===== src/rtl/pr_seq_pkg.sv =====
// Shared types for the reconfiguration sequencing controller.
package pr_seq_pkg;

    // Sequencing phases of one reconfiguration.
    typedef enum logic [2:0] {
        ST_IDLE  = 3'd0,
        ST_PAUSE = 3'd1,
        ST_XFER  = 3'd2,
        ST_RESET = 3'd3,
        ST_DONE  = 3'd4
    } seq_state_t;

endpackage


===== src/rtl/pr_seq_fsm.sv =====
// Phase sequencer: idle -> pause handshake -> transfer -> region reset -> done.
// Assumes the fetch unit reports xfer_done_i once every word has been strobed,
// and that the reset timer reports expired_i when its hold window has ended.
module pr_seq_fsm
    import pr_seq_pkg::*;
(
    input  logic clk,
    input  logic rst_n,
    input  logic start_i,
    input  logic ack_n_i,
    input  logic xfer_done_i,
    input  logic expired_i,
    output logic accept_o,
    output logic xfer_en_o,
    output logic rst_load_o,
    output logic busy_o,
    output logic done_o,
    output logic req_n_o,
    output logic region_rst_n_o
);

    seq_state_t state_q, state_d;

    assign accept_o   = (state_q == ST_IDLE) && start_i;
    assign xfer_en_o  = (state_q == ST_XFER);
    assign rst_load_o = (state_q == ST_XFER) && xfer_done_i;

    // Next-phase selection.
    always_comb begin
        state_d = state_q;
        unique case (state_q)
            ST_IDLE:  if (start_i)     state_d = ST_PAUSE;
            ST_PAUSE: if (!ack_n_i)    state_d = ST_XFER;
            ST_XFER:  if (xfer_done_i) state_d = ST_RESET;
            ST_RESET: if (expired_i)   state_d = ST_DONE;
            ST_DONE:                   state_d = ST_IDLE;
            default:                   state_d = ST_IDLE;
        endcase
    end

    // Phase register.
    always_ff @(posedge clk) begin
        if (!rst_n) state_q <= ST_IDLE;
        else        state_q <= state_d;
    end

    // Output decode from the registered phase.
    always_comb begin
        busy_o         = (state_q != ST_IDLE);
        done_o         = (state_q == ST_DONE);
        req_n_o        = !((state_q == ST_PAUSE) || (state_q == ST_XFER) ||
                           (state_q == ST_RESET));
        region_rst_n_o = (state_q != ST_RESET);
    end

    AST_DONE_SINGLE: assert property (@(posedge clk) disable iff (!rst_n)
        done_o |=> !done_o);
    AST_PAUSE_HOLDS: assert property (@(posedge clk) disable iff (!rst_n)
        (state_q == ST_PAUSE && ack_n_i) |=> !req_n_o);

endmodule


===== src/rtl/pr_seq_fetch.sv =====
// Configuration word fetcher: issues one memory read at a time, holds an
// ungranted request steady, and registers each returned word onto the
// configuration port with a one-cycle active-low chip select.
// Assumes mem_rvalid_i is only meaningful while a read is in flight.
module pr_seq_fetch #(
    parameter int ADDR_W = 16,
    parameter int CNT_W  = 12,
    parameter int DATA_W = 32
) (
    input  logic              clk,
    input  logic              rst_n,
    input  logic              load_i,
    input  logic [ADDR_W-1:0] base_i,
    input  logic [CNT_W-1:0]  count_i,
    input  logic              en_i,
    output logic              mem_req_o,
    output logic [ADDR_W-1:0] mem_addr_o,
    input  logic              mem_gnt_i,
    input  logic              mem_rvalid_i,
    input  logic [DATA_W-1:0] mem_rdata_i,
    output logic [DATA_W-1:0] cfg_data_o,
    output logic              cfg_cs_n_o,
    output logic              done_o
);

    logic [ADDR_W-1:0] addr_q;
    logic [CNT_W-1:0]  remain_q;
    logic              inflight_q;
    logic              take;

    assign take       = inflight_q && mem_rvalid_i;
    assign mem_req_o  = en_i && (remain_q != '0) && !inflight_q;
    assign mem_addr_o = addr_q;
    assign done_o     = (remain_q == '0) && !inflight_q;

    // Address, remaining count and in-flight tracking.
    always_ff @(posedge clk) begin
        if (!rst_n) begin
            addr_q     <= '0;
            remain_q   <= '0;
            inflight_q <= 1'b0;
        end else if (load_i) begin
            addr_q     <= base_i;
            remain_q   <= count_i;
            inflight_q <= 1'b0;
        end else begin
            if (mem_req_o && mem_gnt_i) begin
                inflight_q <= 1'b1;
                addr_q     <= addr_q + ADDR_W'(1);
            end
            if (take) begin
                inflight_q <= 1'b0;
                remain_q   <= remain_q - CNT_W'(1);
            end
        end
    end

    // Configuration port register: one strobe per returned word.
    always_ff @(posedge clk) begin
        if (!rst_n) begin
            cfg_data_o <= '0;
            cfg_cs_n_o <= 1'b1;
        end else begin
            cfg_cs_n_o <= !take;
            if (take) cfg_data_o <= mem_rdata_i;
        end
    end

    AST_REQ_HELD: assert property (@(posedge clk) disable iff (!rst_n)
        (mem_req_o && !mem_gnt_i && !load_i) |=> (mem_req_o && $stable(mem_addr_o)));
    AST_STROBE_CONSUMES: assert property (@(posedge clk) disable iff (!rst_n)
        !cfg_cs_n_o |-> ($past(remain_q) == remain_q + CNT_W'(1)));
    AST_ONE_INFLIGHT: assert property (@(posedge clk) disable iff (!rst_n)
        inflight_q |-> !mem_req_o);

endmodule


===== src/rtl/pr_seq_rst_timer.sv =====
// Region reset hold timer: loaded on entry to the reset phase, counts down
// to zero; expired_o marks the last cycle of the hold window.
// Assumes HOLD is at least 1.
module pr_seq_rst_timer #(
    parameter int HOLD = 4
) (
    input  logic clk,
    input  logic rst_n,
    input  logic load_i,
    output logic expired_o
);

    localparam int TW = (HOLD > 1) ? $clog2(HOLD) : 1;

    logic [TW-1:0] cnt_q;

    assign expired_o = (cnt_q == '0);

    // Down-counter over the hold window.
    always_ff @(posedge clk) begin
        if (!rst_n)              cnt_q <= '0;
        else if (load_i)         cnt_q <= TW'(HOLD - 1);
        else if (cnt_q != '0)    cnt_q <= cnt_q - TW'(1);
    end

endmodule


===== src/rtl/pr_seq_ctrl.sv =====
// Top of the partial reconfiguration sequencing controller. Connects the
// phase sequencer, the configuration word fetcher and the reset timer.
// Assumes the shared memory arbitrates externally and signals use by the
// application side by withholding mem_gnt_i.
module pr_seq_ctrl #(
    parameter int ADDR_W     = 16,
    parameter int CNT_W      = 12,
    parameter int RST_CYCLES = 4
) (
    input  logic              clk,
    input  logic              rst_n,
    input  logic              start_i,
    input  logic [ADDR_W-1:0] base_addr_i,
    input  logic [CNT_W-1:0]  word_cnt_i,
    output logic              busy_o,
    output logic              done_o,
    output logic              mem_req_o,
    output logic [ADDR_W-1:0] mem_addr_o,
    input  logic              mem_gnt_i,
    input  logic              mem_rvalid_i,
    input  logic [31:0]       mem_rdata_i,
    output logic [31:0]       cfg_data_o,
    output logic              cfg_cs_n_o,
    output logic              unload_req_n_o,
    input  logic              unload_ack_n_i,
    output logic              region_rst_n_o
);

    localparam int DATA_W = 32;

    logic accept, xfer_en, rst_load, xfer_done, expired;

    pr_seq_fsm u_fsm (
        .clk            (clk),
        .rst_n          (rst_n),
        .start_i        (start_i),
        .ack_n_i        (unload_ack_n_i),
        .xfer_done_i    (xfer_done),
        .expired_i      (expired),
        .accept_o       (accept),
        .xfer_en_o      (xfer_en),
        .rst_load_o     (rst_load),
        .busy_o         (busy_o),
        .done_o         (done_o),
        .req_n_o        (unload_req_n_o),
        .region_rst_n_o (region_rst_n_o)
    );

    pr_seq_fetch #(
        .ADDR_W (ADDR_W),
        .CNT_W  (CNT_W),
        .DATA_W (DATA_W)
    ) u_fetch (
        .clk          (clk),
        .rst_n        (rst_n),
        .load_i       (accept),
        .base_i       (base_addr_i),
        .count_i      (word_cnt_i),
        .en_i         (xfer_en),
        .mem_req_o    (mem_req_o),
        .mem_addr_o   (mem_addr_o),
        .mem_gnt_i    (mem_gnt_i),
        .mem_rvalid_i (mem_rvalid_i),
        .mem_rdata_i  (mem_rdata_i),
        .cfg_data_o   (cfg_data_o),
        .cfg_cs_n_o   (cfg_cs_n_o),
        .done_o       (xfer_done)
    );

    pr_seq_rst_timer #(
        .HOLD (RST_CYCLES)
    ) u_timer (
        .clk       (clk),
        .rst_n     (rst_n),
        .load_i    (rst_load),
        .expired_o (expired)
    );

    AST_IDLE_QUIET: assert property (@(posedge clk) disable iff (!rst_n)
        !busy_o |-> (unload_req_n_o && region_rst_n_o && !mem_req_o && !done_o));
    AST_NO_FETCH_UNPAUSED: assert property (@(posedge clk) disable iff (!rst_n)
        mem_req_o |-> !unload_req_n_o);
    AST_RESET_AFTER_DRAIN: assert property (@(posedge clk) disable iff (!rst_n)
        !region_rst_n_o |-> (xfer_done && !mem_req_o && !unload_req_n_o));

endmodule


===== config.mk =====
export PLATFORM = sky130hd
export DESIGN_NAME = pr_seq_ctrl
export DESIGN_NICKNAME = d
export VERILOG_FILES = /design/src/rtl/pr_seq_pkg.sv /design/src/rtl/pr_seq_fsm.sv /design/src/rtl/pr_seq_fetch.sv /design/src/rtl/pr_seq_rst_timer.sv /design/src/rtl/pr_seq_ctrl.sv
export SDC_FILE = /design/constraint.sdc
export NUM_CORES = 1
export LEC_CHECK = 0
export ABC_AREA = 1
export ABC_CLOCK_PERIOD_IN_PS = 1750
export BUFFER_PORTS_ARGS = -buffer_cell sky130_fd_sc_hd__clkbuf_2
export CAP_MARGIN = 0
export CELL_PAD_IN_SITES_DETAIL_PLACEMENT = 0
export CELL_PAD_IN_SITES_GLOBAL_PLACEMENT = 1
export CORE_MARGIN = 1
export CORE_UTILIZATION = 34
export CTS_CLUSTER_SIZE = 24
export DETAILED_ROUTE_END_ITERATION = 8
export GPL_ROUTABILITY_DRIVEN = 0
export PLACE_DENSITY_LB_ADDON = 0.1
export SLEW_MARGIN = 20
export SYNTH_ARGS = -nofsm -noshare
export SYNTH_HDL_FRONTEND = slang
export SYNTH_SLANG_ARGS = --single-unit

===== constraint.sdc =====
create_clock -name clk -period 1.75 [get_ports clk]
set_clock_uncertainty 0.1 [all_clocks]
set_input_delay 0.35 -clock clk [delete_from_list [all_inputs] [get_ports clk]]
set_output_delay 0.35 -clock clk [all_outputs]
set_load 0.005 [all_outputs]

==> key figures, run 1 <==
Die
  – DIE AREA: 10,600 sq um
  – DIE WIDTH: 103 microns
  – IO Pins: 120
  – Die H: 103 microns
  – Starting Density: 35.3%
  – Row count: 36
  – Core Area: 9820 sq um

STA
  – Final period utilization: 104%
  – Final WS setup: -67.2 ps
  – Final hold slack: 137 ps
  – Slew Limit Fails: 0
  – Final Hold Viols: 0
  – Min cycle time layout: 1820 ps
  – Setup TNS: -67.2 ps
  – Max Fclk: 0.550 GHz
  – Max-slew headroom: 81.3%
  – Worst-Margin Slew: 280 ps
  – RSZ-0062 raised after global routing: true
  – # setup viols final: 1

Detailed routing
  – DRT iter0 DRCs: 92
  – Post-DRT Antenna Nets: 0
  – Vias per cell: 4.71
  – Final wirelength: 10.3 mm
  – Drt pass-1 iters: 4
  – Routed WL per cell: 12.6 microns
  – Via count: 3,828
  – Drt drc: 0

Cells and area
  – Commonest non-fill, non-tap cell in the layout: nor2_1
  – Net count, final: 745
  – Post-route cell area: 4610 sq um
  – Multi-input logic area: 1860 sq um
  – Final core occ: 47.0%
  – Diodes inserted: 0
  – Flip-flop and latch area: 1360 sq um
  – Share of layout cells above drive strength 1: 30.3%
  – Final Non-Filler Cells: 813
  – Filler cells: 1,115
  – Area delta synth->final: 32.8%
  – Commonest cells after routing, fill and taps aside: 132 x nor2_1, 118 x clkbuf_2, 108 x nand2_1

Critical path
  – WP data required: 1300 ps
  – R2r endpoint: u_fetch.mem_addr_o[1]$_SDFFE_PN0P_
  – CP endpoint kind: primary output
  – RR Startpoint: u_fetch.remain_q[0]$_SDFFE_PN0P_
  – Startpoint types: flop
  – Crit Path Class: flop to primary output
  – Crit path DAT: 1370 ps
  – R2R setup slack: 120 ps
  – Reg2Reg Depth: 11
  – Crit Path Max Fanout: 2

Status
  – Status: finished with violations
  – Failing checks: negative setup slack

Synthesis
  – Mean post-synth cell area: 6.48 sq um
  – Yosys cell types: 33
  – Number of synthesized register bits: 67
  – Main area contributors after synthesis: dfxtp_1 39%, nor2_1 15%, nand2_1 12%, o21ai_0 7.4%, nand3_1 5.3%
  – Yosys warns: 0
  – Post-synthesis cell count: 536
  – Register area share after synthesis: 38.6%
  – Area leader, netlist: dfxtp_1
  – Syn nets: 606
  – Synthesized area: 3470 sq um
  – Share of the synthesized area in the top cell type: 38.6%

Clocking
  – CTS buffer count: 9
  – Maximum root-to-sink buffer count: 2
  – Clk slew on worst S/H paths: 90 ps
  – Later-pin clock latency in the skew report: 360 ps
  – CTS Root Cell: clkbuf_8
  – Hold buffers post-CTS: 0
  – Clock Sinks: 67
  – TritonCTS clock tree: built
  – H-tree levels: 3

Global routing
  – Initial antenna violation count: 0
  – GRT Util Overall: 20.5%
  – Final global-route overflow total: 0
  – First-pass GRT wire length: 16.9 mm
  – Vias in the first global route: 3,602
  – Largest net degree at the start of global routing: 33

Hold path
  – Hold EP: u_fetch.cfg_data_o[5]$_SDFFE_PN0P_
  – Min-Delay Path Depth: 3
  – Hold/Removal Path Class: primary input to flop
  – Hold Path Origin: mem_rdata_i[5]

Pwr
  – IR Drop Worst-Case VDD: 0.605 mV
  – Power, Total: 7.29 mW
  – Power Density: 1580 nW/um^2
  – Leakage: 2.28 nW

Placement
  – Post-Place Worst Slack: 21.0 ps
  – Placed inst area: 4250 sq um
  – # port buffers: 119
  – DPL Wire Length: 7.48 mm
  – Cells after DPL: 787

Flow run
  – Max-cap violations: 0
-- worst max-delay path, cell delays in order (launching register included) --
cell     delay [ps]
dfxtp_2         330
inv_2            70
ha_4            140
nand2_2          50
nor2_2          110
nand3_2          80
inv_2            70
nor3_2           40
buf_2           130
-- synth_stat cells (all sizes together) --
master,count
buf,13
ha,4
nand2,115
nor3,5
xnor2,2
nor2,138
o221ai,1
inv,49
clkbuf,8
nand3b,1
or2,3
clkinv,2
a21oi,11
dfxtp,67
o21ai,58
nand3,39
nand4,9
o22ai,4
a31oi,2
xor2,2
o211ai,3
-- logic make-up (layout without fill, tap and decap cells) --
family | after synthesis | count (layout) | share of synthesized area, %
adder cells (fa/ha/maj) | 4 | 4 | 1.44
buffers and inverters | 72 | 216 | 9.44
AO/OA/AOI/OAI | 79 | 79 | 11.9
XOR/XNOR | 4 | 4 | 1.01
flip-flops | 67 | 67 | 38.6
AND/OR/NAND/NOR | 310 | 310 | 37.5
-- per-layer routing --
layer	up-vias	wire, microns	global-route usage, %	share of wire (%)
met3	10	873	6.78	8.5
met4	0	114	6.50	1.1
met1	1704	4700	26.2	46
li1	1993	-	-	-
met2	121	4580	32.7	45
met5	-	0	0	0
-- power by group --
group,internal [mW],leakage [nW],switching (mW),total [mW]
registers,1.94,0.551,0.409,2.34
logic,1.48,1.62,2.11,3.59
clock network,0.678,0.101,0.685,1.36
-- sequential cells by signal, summed over array words and instances, names as in the netlist --
register	count
u_fetch.inflight_q	1
u_fetch.mem_addr_o	16
u_fetch.remain_q	12
u_fsm.state_q	3
u_fetch.cfg_data_o	32
u_fetch.cfg_cs_n_o	1
u_timer.cnt_q	2
-- repair_timing --
action                     4_1_cts  5_1_grt
resized for setup               11       26
buffers inserted                 4        6
setup endpoints to repair        3       18
pin swaps                        3        7
-- final cells by class --
| class | count | share of cell area [%] |
|---|---|---|
| Clock inverter | 7 | 1.76 |
| Inverter | 51 | 4.21 |
| Timing Repair Buffer | 149 | 17.8 |
| Clock buffer | 9 | 2.69 |
| Tap cell | 133 | 3.61 |
| Sequential cell | 67 | 29.5 |
| Multi-Input combinational cell | 397 | 40.4 |
-- worst max path at each step --
stage | startpoint | endpoint | slack [ps] | cells past startpoint
after floorplan | u_fetch.remain_q[0]$_SDFFE_PN0P_ | u_fetch.mem_addr_o[8]$_SDFFE_PN0P_ | 240 | 10
after global placement | u_fetch.remain_q[0]$_SDFFE_PN0P_ | mem_req_o | 60 | 8
after detailed placement | u_fetch.remain_q[1]$_SDFFE_PN0P_ | mem_req_o | 20 | 8
after CTS | u_fetch.remain_q[1]$_SDFFE_PN0P_ | mem_req_o | -140 | 8
after global routing | u_fetch.remain_q[3]$_SDFFE_PN0P_ | mem_req_o | -150 | 7
final | u_fetch.remain_q[0]$_SDFFE_PN0P_ | mem_req_o | -70 | 8
Power figures use the tool's default switching activity.
==> run 2, diff against run 1 <==
Settings changed: CELL_PAD_IN_SITES_DETAIL_PLACEMENT 0 to 1, MAX_ROUTING_LAYER set to met4, SLEW_MARGIN 20 to not set.
==> run 2 against run 1 <==
- the run still ends with negative setup slack left
- flip-flop and latch count unchanged
- fmax decreased by 0.87%
- highest routed layer unchanged
- clock-buffer cell count unchanged
- largest cell class unchanged
- largest power group unchanged
==> key figures, run 2 (synthesis results as in run 1) <==
Clocking
  – Clock Sinks: 67 (unchanged)
  – TritonCTS clock tree: built
  – CTS buffer count: 9 (unchanged)
  – Hold buffers post-CTS: 0 (unchanged)
  – Later-pin clock latency in the skew report: 350 ps (about the same)
  – CTS Root Cell: clkbuf_8
  – Maximum root-to-sink buffer count: 2 (unchanged)
  – H-tree levels: 3 (unchanged)
  – Clk slew on worst S/H paths: 80 ps (about the same)

Critical path
  – Crit path top cell by count: inv_2
  – Crit path DAT: 1380 ps (about the same)
  – Crit Path Class: flop to primary output
  – Crit Path Max Fanout: 2 (unchanged)
  – R2r endpoint: u_fetch.mem_addr_o[3]$_SDFFE_PN0P_
  – R2R setup slack: 100 ps (-20 ps)
  – WP buf/inv: 3 (unchanged)
  – CP endpoint kind: primary output
  – Crit-path slowest cell: dfxtp_2
  – RR Startpoint: u_fetch.remain_q[0]$_SDFFE_PN0P_
  – CP Launch Point: u_fetch.remain_q[0]$_SDFFE_PN0P_
  – CP cell instances: inv_2, ha_4, nand2_1, nor2_1, nand3_2, inv_2, nor3_2, buf_2
  – Crit-path max cell delay: 340 ps (about the same)
  – Startpoint types: flop
  – WP data required: 1300 ps (about the same)
  – Reg2Reg Depth: 11 (unchanged)
  – CP delay by family, top: flip-flops

Hold path
  – Hold/Removal Path Class: primary input to flop
  – Hold Path Origin: mem_rdata_i[28]
  – Min-Delay Path Depth: 3 (unchanged)
  – Hold EP: u_fetch.cfg_data_o[28]$_SDFFE_PN0P_

Die
  – DIE AREA: 10,600 sq um (unchanged)
  – Core Area: 9820 sq um (unchanged)
  – Starting Density: 35.3% (unchanged)
  – IO Pins: 120 (unchanged)
  – DIE WIDTH: 103 microns (unchanged)
  – Die H: 103 microns (unchanged)
  – Row count: 36 (unchanged)

Cells and area
  – Net count, final: 742 (-0.40%)
  – Share of layout cells above drive strength 1: 30.4% (+0.13 points)
  – Area delta synth->final: 33.2%
  – Filler cells: 1,376 (+23%)
  – Largest register FFs: 32 (unchanged)
  – Commonest non-fill, non-tap cell in the layout: nor2_1
  – Commonest cells after routing, fill and taps aside: 133 x nor2_1, 118 x clkbuf_2, 108 x nand2_1
  – Diodes inserted: 0 (unchanged)
  – Final Non-Filler Cells: 810 (-0.37%)
  – Reg with most FFs: u_fetch.cfg_data_o
  – Post-route cell area: 4620 sq um (+0.24%)

Global routing
  – Final global-route overflow total: 0 (unchanged)
  – Vias in the first global route: 3,981 (+11%)
  – First-pass GRT wire length: 18.4 mm (+8.7%)
  – Initial antenna violation count: 0 (unchanged)
  – Largest net degree at the start of global routing: 33 (unchanged)
  – GRT Util Overall: 22.9% (+2.4 points)

Pwr
  – Power Density: 1640 nW/um^2 (+3.4%)
  – IR Drop Worst-Case VDD: 0.544 mV (-10%)
  – Leakage: 2.27 nW (-0.11%)

STA
  – Setup TNS: -83.2 ps (-15.9 ps)
  – Slew Limit Fails: 0 (unchanged)
  – Max Fclk: 0.546 GHz (-0.87%)
  – Max-slew headroom: 81.3% (about the same)
  – RSZ-0062 raised after global routing: true
  – Final WS setup: -83.2 ps (-15.9 ps)
  – # setup viols final: 1 (unchanged)
  – Worst-Margin Slew: 281 ps (+0.819 ps)
  – Final period utilization: 105% (+0.91 points)
  – Min cycle time layout: 1830 ps (+15.9 ps)
  – Final Hold Viols: 0 (unchanged)

Placement
  – Cells after DPL: 787 (unchanged)
  – # port buffers: 119 (unchanged)
  – DPL Wire Length: 8.36 mm (+12%)
  – Placed inst area: 4250 sq um (unchanged)

Detailed routing
  – DRT iter0 DRCs: 87 (-5.4%)
  – Vias per cell: 4.79 (+1.7%)
  – Final wirelength: 11.3 mm (+9.8%)
  – Via count: 3,879 (+1.3%)
  – Routed WL per cell: 13.9 microns (+10%)
  – Drt drc: 0 (unchanged)
  – Post-DRT Antenna Nets: 0 (unchanged)
  – Drt pass-1 iters: 4 (unchanged)

Flow run
  – Max-cap violations: 0 (unchanged)

Status
  – Status: finished with violations
  – Failing checks: negative setup slack
## run 2: cell count changes in the layout (fill, tap and decap cells not counted), moves of 2 or more
| cell | before | now |
|---|---|---|
| o21ai_2 | 0 | 3 |
| dfxtp_4 | 2 | 0 |
| dfxtp_2 | 9 | 11 |
| o21ai_1 | 7 | 4 |
| buf_4 | 30 | 25 |
| buf_6 | 0 | 2 |
## run 2: stage by stage
step	utilization, %	setup WS [ps]	power [mW]	hold slack, ps
floorplan	-	235	4.63	362
global placement	43.2	62.9	5.60	364
detailed placement	43.2	31.5	5.74	371
CTS	46.3	-106	7.42	147
global route	47.1	-163	8.21	162
finish	47.1	-83.2	7.56	153
## run 2: worst min-delay path, delay by kind of cell
kind / cells / cell delay (ps)
AND/OR/NAND/NOR: 1 / 70
buffers and inverters: 1 / 70
AO/OA/AOI/OAI: 1 / 70
## run 2: worst max-delay path by stage
stage | end | slack (ps) | cells after the start
2_1_floorplan | u_fetch.mem_addr_o[8]$_SDFFE_PN0P_ | 240 | 10
3_3_place_gp | mem_req_o | 60 | 8
3_5_place_dp | mem_req_o | 30 | 8
4_1_cts | mem_req_o | -110 | 8
5_1_grt | mem_req_o | -160 | 8
6_report | mem_req_o | -80 | 8
## run 2: routing by layer
layer,global-route usage [%],share of wire [%]
met2,38.5,47
met5,-,0
met3,4.75,5.2
met4,7.26,1.4
met1,27.4,46
## run 2: power breakdown
group | internal, mW | switching, mW
registers | 1.93 | 0.421
clock network | 0.812 | 0.674
logic | 1.50 | 2.22
## run 2: layout make-up
| type | instances | area (sq um) | share of cell area [%] |
|---|---|---|---|
| clock buffer | 9 | 124 | 2.68 |
| clock inverter | 7 | 98.8 | 2.14 |
| inverter | 51 | 194 | 4.20 |
| multi-input combinational | 397 | 1880 | 40.6 |
| sequential | 67 | 1360 | 29.3 |
| tap | 133 | 166 | 3.60 |
| timing repair buffer | 146 | 806 | 17.4 |
## run 2: what timing repair did
item | in CTS | in global routing
setup buffers | 5 | 2
setup endpoints to repair | 3 | 22
gates resized for setup | 17 | 23
pin swaps | 4 | 2
cloned | 0 | 0
==> run 3, diff against run 2 <==
Settings changed: CTS_CLUSTER_DIAMETER set to 40, SETUP_SLACK_MARGIN set to 0.15, SLEW_MARGIN set to 20.
==> run 3 against run 2 <==
- the flow still finishes with violations (negative setup slack)
- fmax shrank 0.91%
- wire length increased by 9.4%
- first-iteration DRC count is 17% higher
- via count up 5.0%
- critical path type unchanged
==> key figures, run 3 (synthesis results as in run 1) <==
Global routing
  – GRT Util Overall: 23.3% (+0.37 points)
  – Largest net degree at the start of global routing: 33 (unchanged)
  – Final global-route overflow total: 0 (unchanged)
  – Initial antenna violation count: 0 (unchanged)
  – First-pass GRT wire length: 18.6 mm (+1.4%)
  – Vias in the first global route: 4,038 (+1.4%)

Cells and area
  – Diodes inserted: 0 (unchanged)
  – Area delta synth->final: 43.9%
  – Net count, final: 760 (+2.4%)
  – Filler cells: 1,355 (-1.5%)
  – Share of layout cells above drive strength 1: 36.0% (+5.5 points)
  – Commonest non-fill, non-tap cell in the layout: nor2_1
  – Final Non-Filler Cells: 828 (+2.2%)
  – Largest register FFs: 32 (unchanged)
  – Post-route cell area: 4990 sq um (+8.1%)
  – Final core occ: 50.9% (+3.8 points)
  – Reg with most FFs: u_fetch.cfg_data_o
  – Commonest cells after routing, fill and taps aside: 130 x nor2_1, 116 x clkbuf_2, 101 x nand2_1

Die
  – Die H: 103 microns (unchanged)
  – Row count: 36 (unchanged)
  – DIE AREA: 10,600 sq um (unchanged)
  – IO Pins: 120 (unchanged)
  – Core Area: 9820 sq um (unchanged)
  – DIE WIDTH: 103 microns (unchanged)
  – Starting Density: 35.3% (unchanged)

Hold path
  – Hold/Removal Path Class: primary input to flop
  – Hold EP: u_fetch.cfg_data_o[28]$_SDFFE_PN0P_
  – Min-Delay Path Depth: 3 (unchanged)
  – Hold Path Origin: mem_rdata_i[28]

Clocking
  – Later-pin clock latency in the skew report: 350 ps (about the same)
  – H-tree levels: 3 (unchanged)
  – Hold buffers post-CTS: 0 (unchanged)
  – Maximum root-to-sink buffer count: 2 (unchanged)
  – TritonCTS clock tree: built
  – CTS Root Cell: clkbuf_8
  – CTS buffer count: 9 (unchanged)
  – Clock Sinks: 67 (unchanged)
  – Clk slew on worst S/H paths: 90 ps (about the same)

STA
  – Min cycle time layout: 1850 ps (+16.9 ps)
  – Worst-Margin Slew: 352 ps (+71.0 ps)
  – Slew Limit Fails: 0 (unchanged)
  – Final WS setup: -100 ps (-16.9 ps)
  – # setup viols final: 12 (+11)
  – Final Hold Viols: 0 (unchanged)
  – RSZ-0062 raised after global routing: true
  – Max Fclk: 0.541 GHz (-0.91%)
  – Final hold slack: 156 ps (+3.08 ps)
  – Final period utilization: 106% (+0.97 points)
  – Max-slew headroom: 76.5% (-4.8 points)

Status
  – Failing checks: negative setup slack
  – Status: finished with violations

Critical path
  – Startpoint types: flop
  – CP endpoint kind: primary output
  – Reg2Reg Depth: 12 (+1)
  – R2R setup slack: -70 ps (-170 ps)
  – RR Startpoint: u_fetch.remain_q[0]$_SDFFE_PN0P_
  – WP data required: 1300 ps (about the same)
  – Crit-path max cell delay: 350 ps (about the same)
  – Crit Path Class: flop to primary output
  – R2r endpoint: u_fetch.mem_addr_o[7]$_SDFFE_PN0P_
  – Crit path DAT: 1400 ps (+20 ps)
  – CP cell instances: inv_2, ha_4, nand2_2, nor2_2, nand3_2, inv_2, nor3_2, buf_2
  – Crit path top cell by count: inv_2
  – Crit-path slowest cell: dfxtp_2
  – Crit Path Max Fanout: 2 (unchanged)

Detailed routing
  – Drt drc: 0 (unchanged)
  – DRT iter0 DRCs: 102 (+17%)
  – Post-DRT Antenna Nets: 0 (unchanged)
  – Via count: 4,074 (+5.0%)
  – Vias per cell: 4.92 (+2.7%)
  – Drt pass-1 iters: 4 (unchanged)
  – Final wirelength: 12.3 mm (+9.4%)
  – Routed WL per cell: 14.9 microns (+7.1%)

Placement
  – Cells after DPL: 787 (unchanged)
  – # port buffers: 119 (unchanged)
  – DPL Wire Length: 8.36 mm (unchanged)
  – Placed inst area: 4250 sq um (unchanged)

Pwr
  – Leakage: 2.42 nW (+6.6%)
  – Power Density: 1700 nW/um^2 (+4.2%)
  – IR Drop Worst-Case VDD: 0.569 mV (+4.6%)

Flow run
  – Max-cap violations: 0 (unchanged)
-- run 3: repair_timing --
action                                  4_1_cts  5_1_grt
gates cloned                                  0        1
pin swaps                                    11       13
gates resized for setup                      54       50
setup buffers                                11       13
endpoints found under the setup margin       27       35
-- run 3: layout make-up --
| cell class | count | area, sq um | share of cell area [%] |
|---|---|---|---|
| timing repair inverter | 1 | 11.3 | 0.225 |
| sequential | 67 | 1370 | 27.4 |
| clock inverter | 7 | 98.8 | 1.98 |
| tap | 133 | 166 | 3.33 |
| inverter | 51 | 218 | 4.36 |
| clock buffer | 9 | 124 | 2.48 |
| timing repair buffer | 163 | 1010 | 20.2 |
| multi-input combinational | 397 | 2000 | 40.1 |
-- run 3: how the worst max path moves through the flow --
stage | start | end | cells past startpoint | slack (ps)
after floorplan | u_fetch.remain_q[0]$_SDFFE_PN0P_ | u_fetch.mem_addr_o[8]$_SDFFE_PN0P_ | 10 | 240
after global placement | u_fetch.remain_q[0]$_SDFFE_PN0P_ | mem_req_o | 8 | 60
after detailed placement | u_fetch.remain_q[1]$_SDFFE_PN0P_ | mem_req_o | 8 | 30
after CTS | u_fetch.remain_q[0]$_SDFFE_PN0P_ | mem_req_o | 8 | -110
after global routing | u_fetch.remain_q[6]$_SDFFE_PN0P_ | mem_req_o | 7 | -170
final | u_fetch.remain_q[0]$_SDFFE_PN0P_ | mem_req_o | 8 | -100
-- run 3: worst max-delay path, delay by kind of cell (launching register included) --
family                     cells  cell delay [ps]
DFF                            1              350
and+or+nand+nor                4              290
buffers and inverters          3              280
adders and majority gates      1              140
-- run 3: metrics by stage --
stage | setup slack [ps] | TNS (ps) | total power [mW]
global placement | 62.9 | 0 | 5.60
floorplan | 235 | 0 | 4.63
finish | -100 | -454 | 8.51
global route | -165 | -2000 | 9.16
detailed placement | 31.5 | 0 | 5.74
CTS | -106 | -106 | 7.73
-- run 3: report_power, final --
group	switching [mW]	internal (mW)	leakage (nW)	total (mW)
Sequential	0.466	1.95	0.552	2.41
Combinational	2.60	2.01	1.76	4.61
Clock	0.674	0.813	0.110	1.49
-- run 3: metal layers --
layer  up-vias  wire [microns]  global-route usage (%)
met1      1919            5420                    27.5
met3        22             639                    4.81
met2       112            6040                    39.6
met4         0             233                    7.26
met5         -               0                       -
li1       2021               -                       -
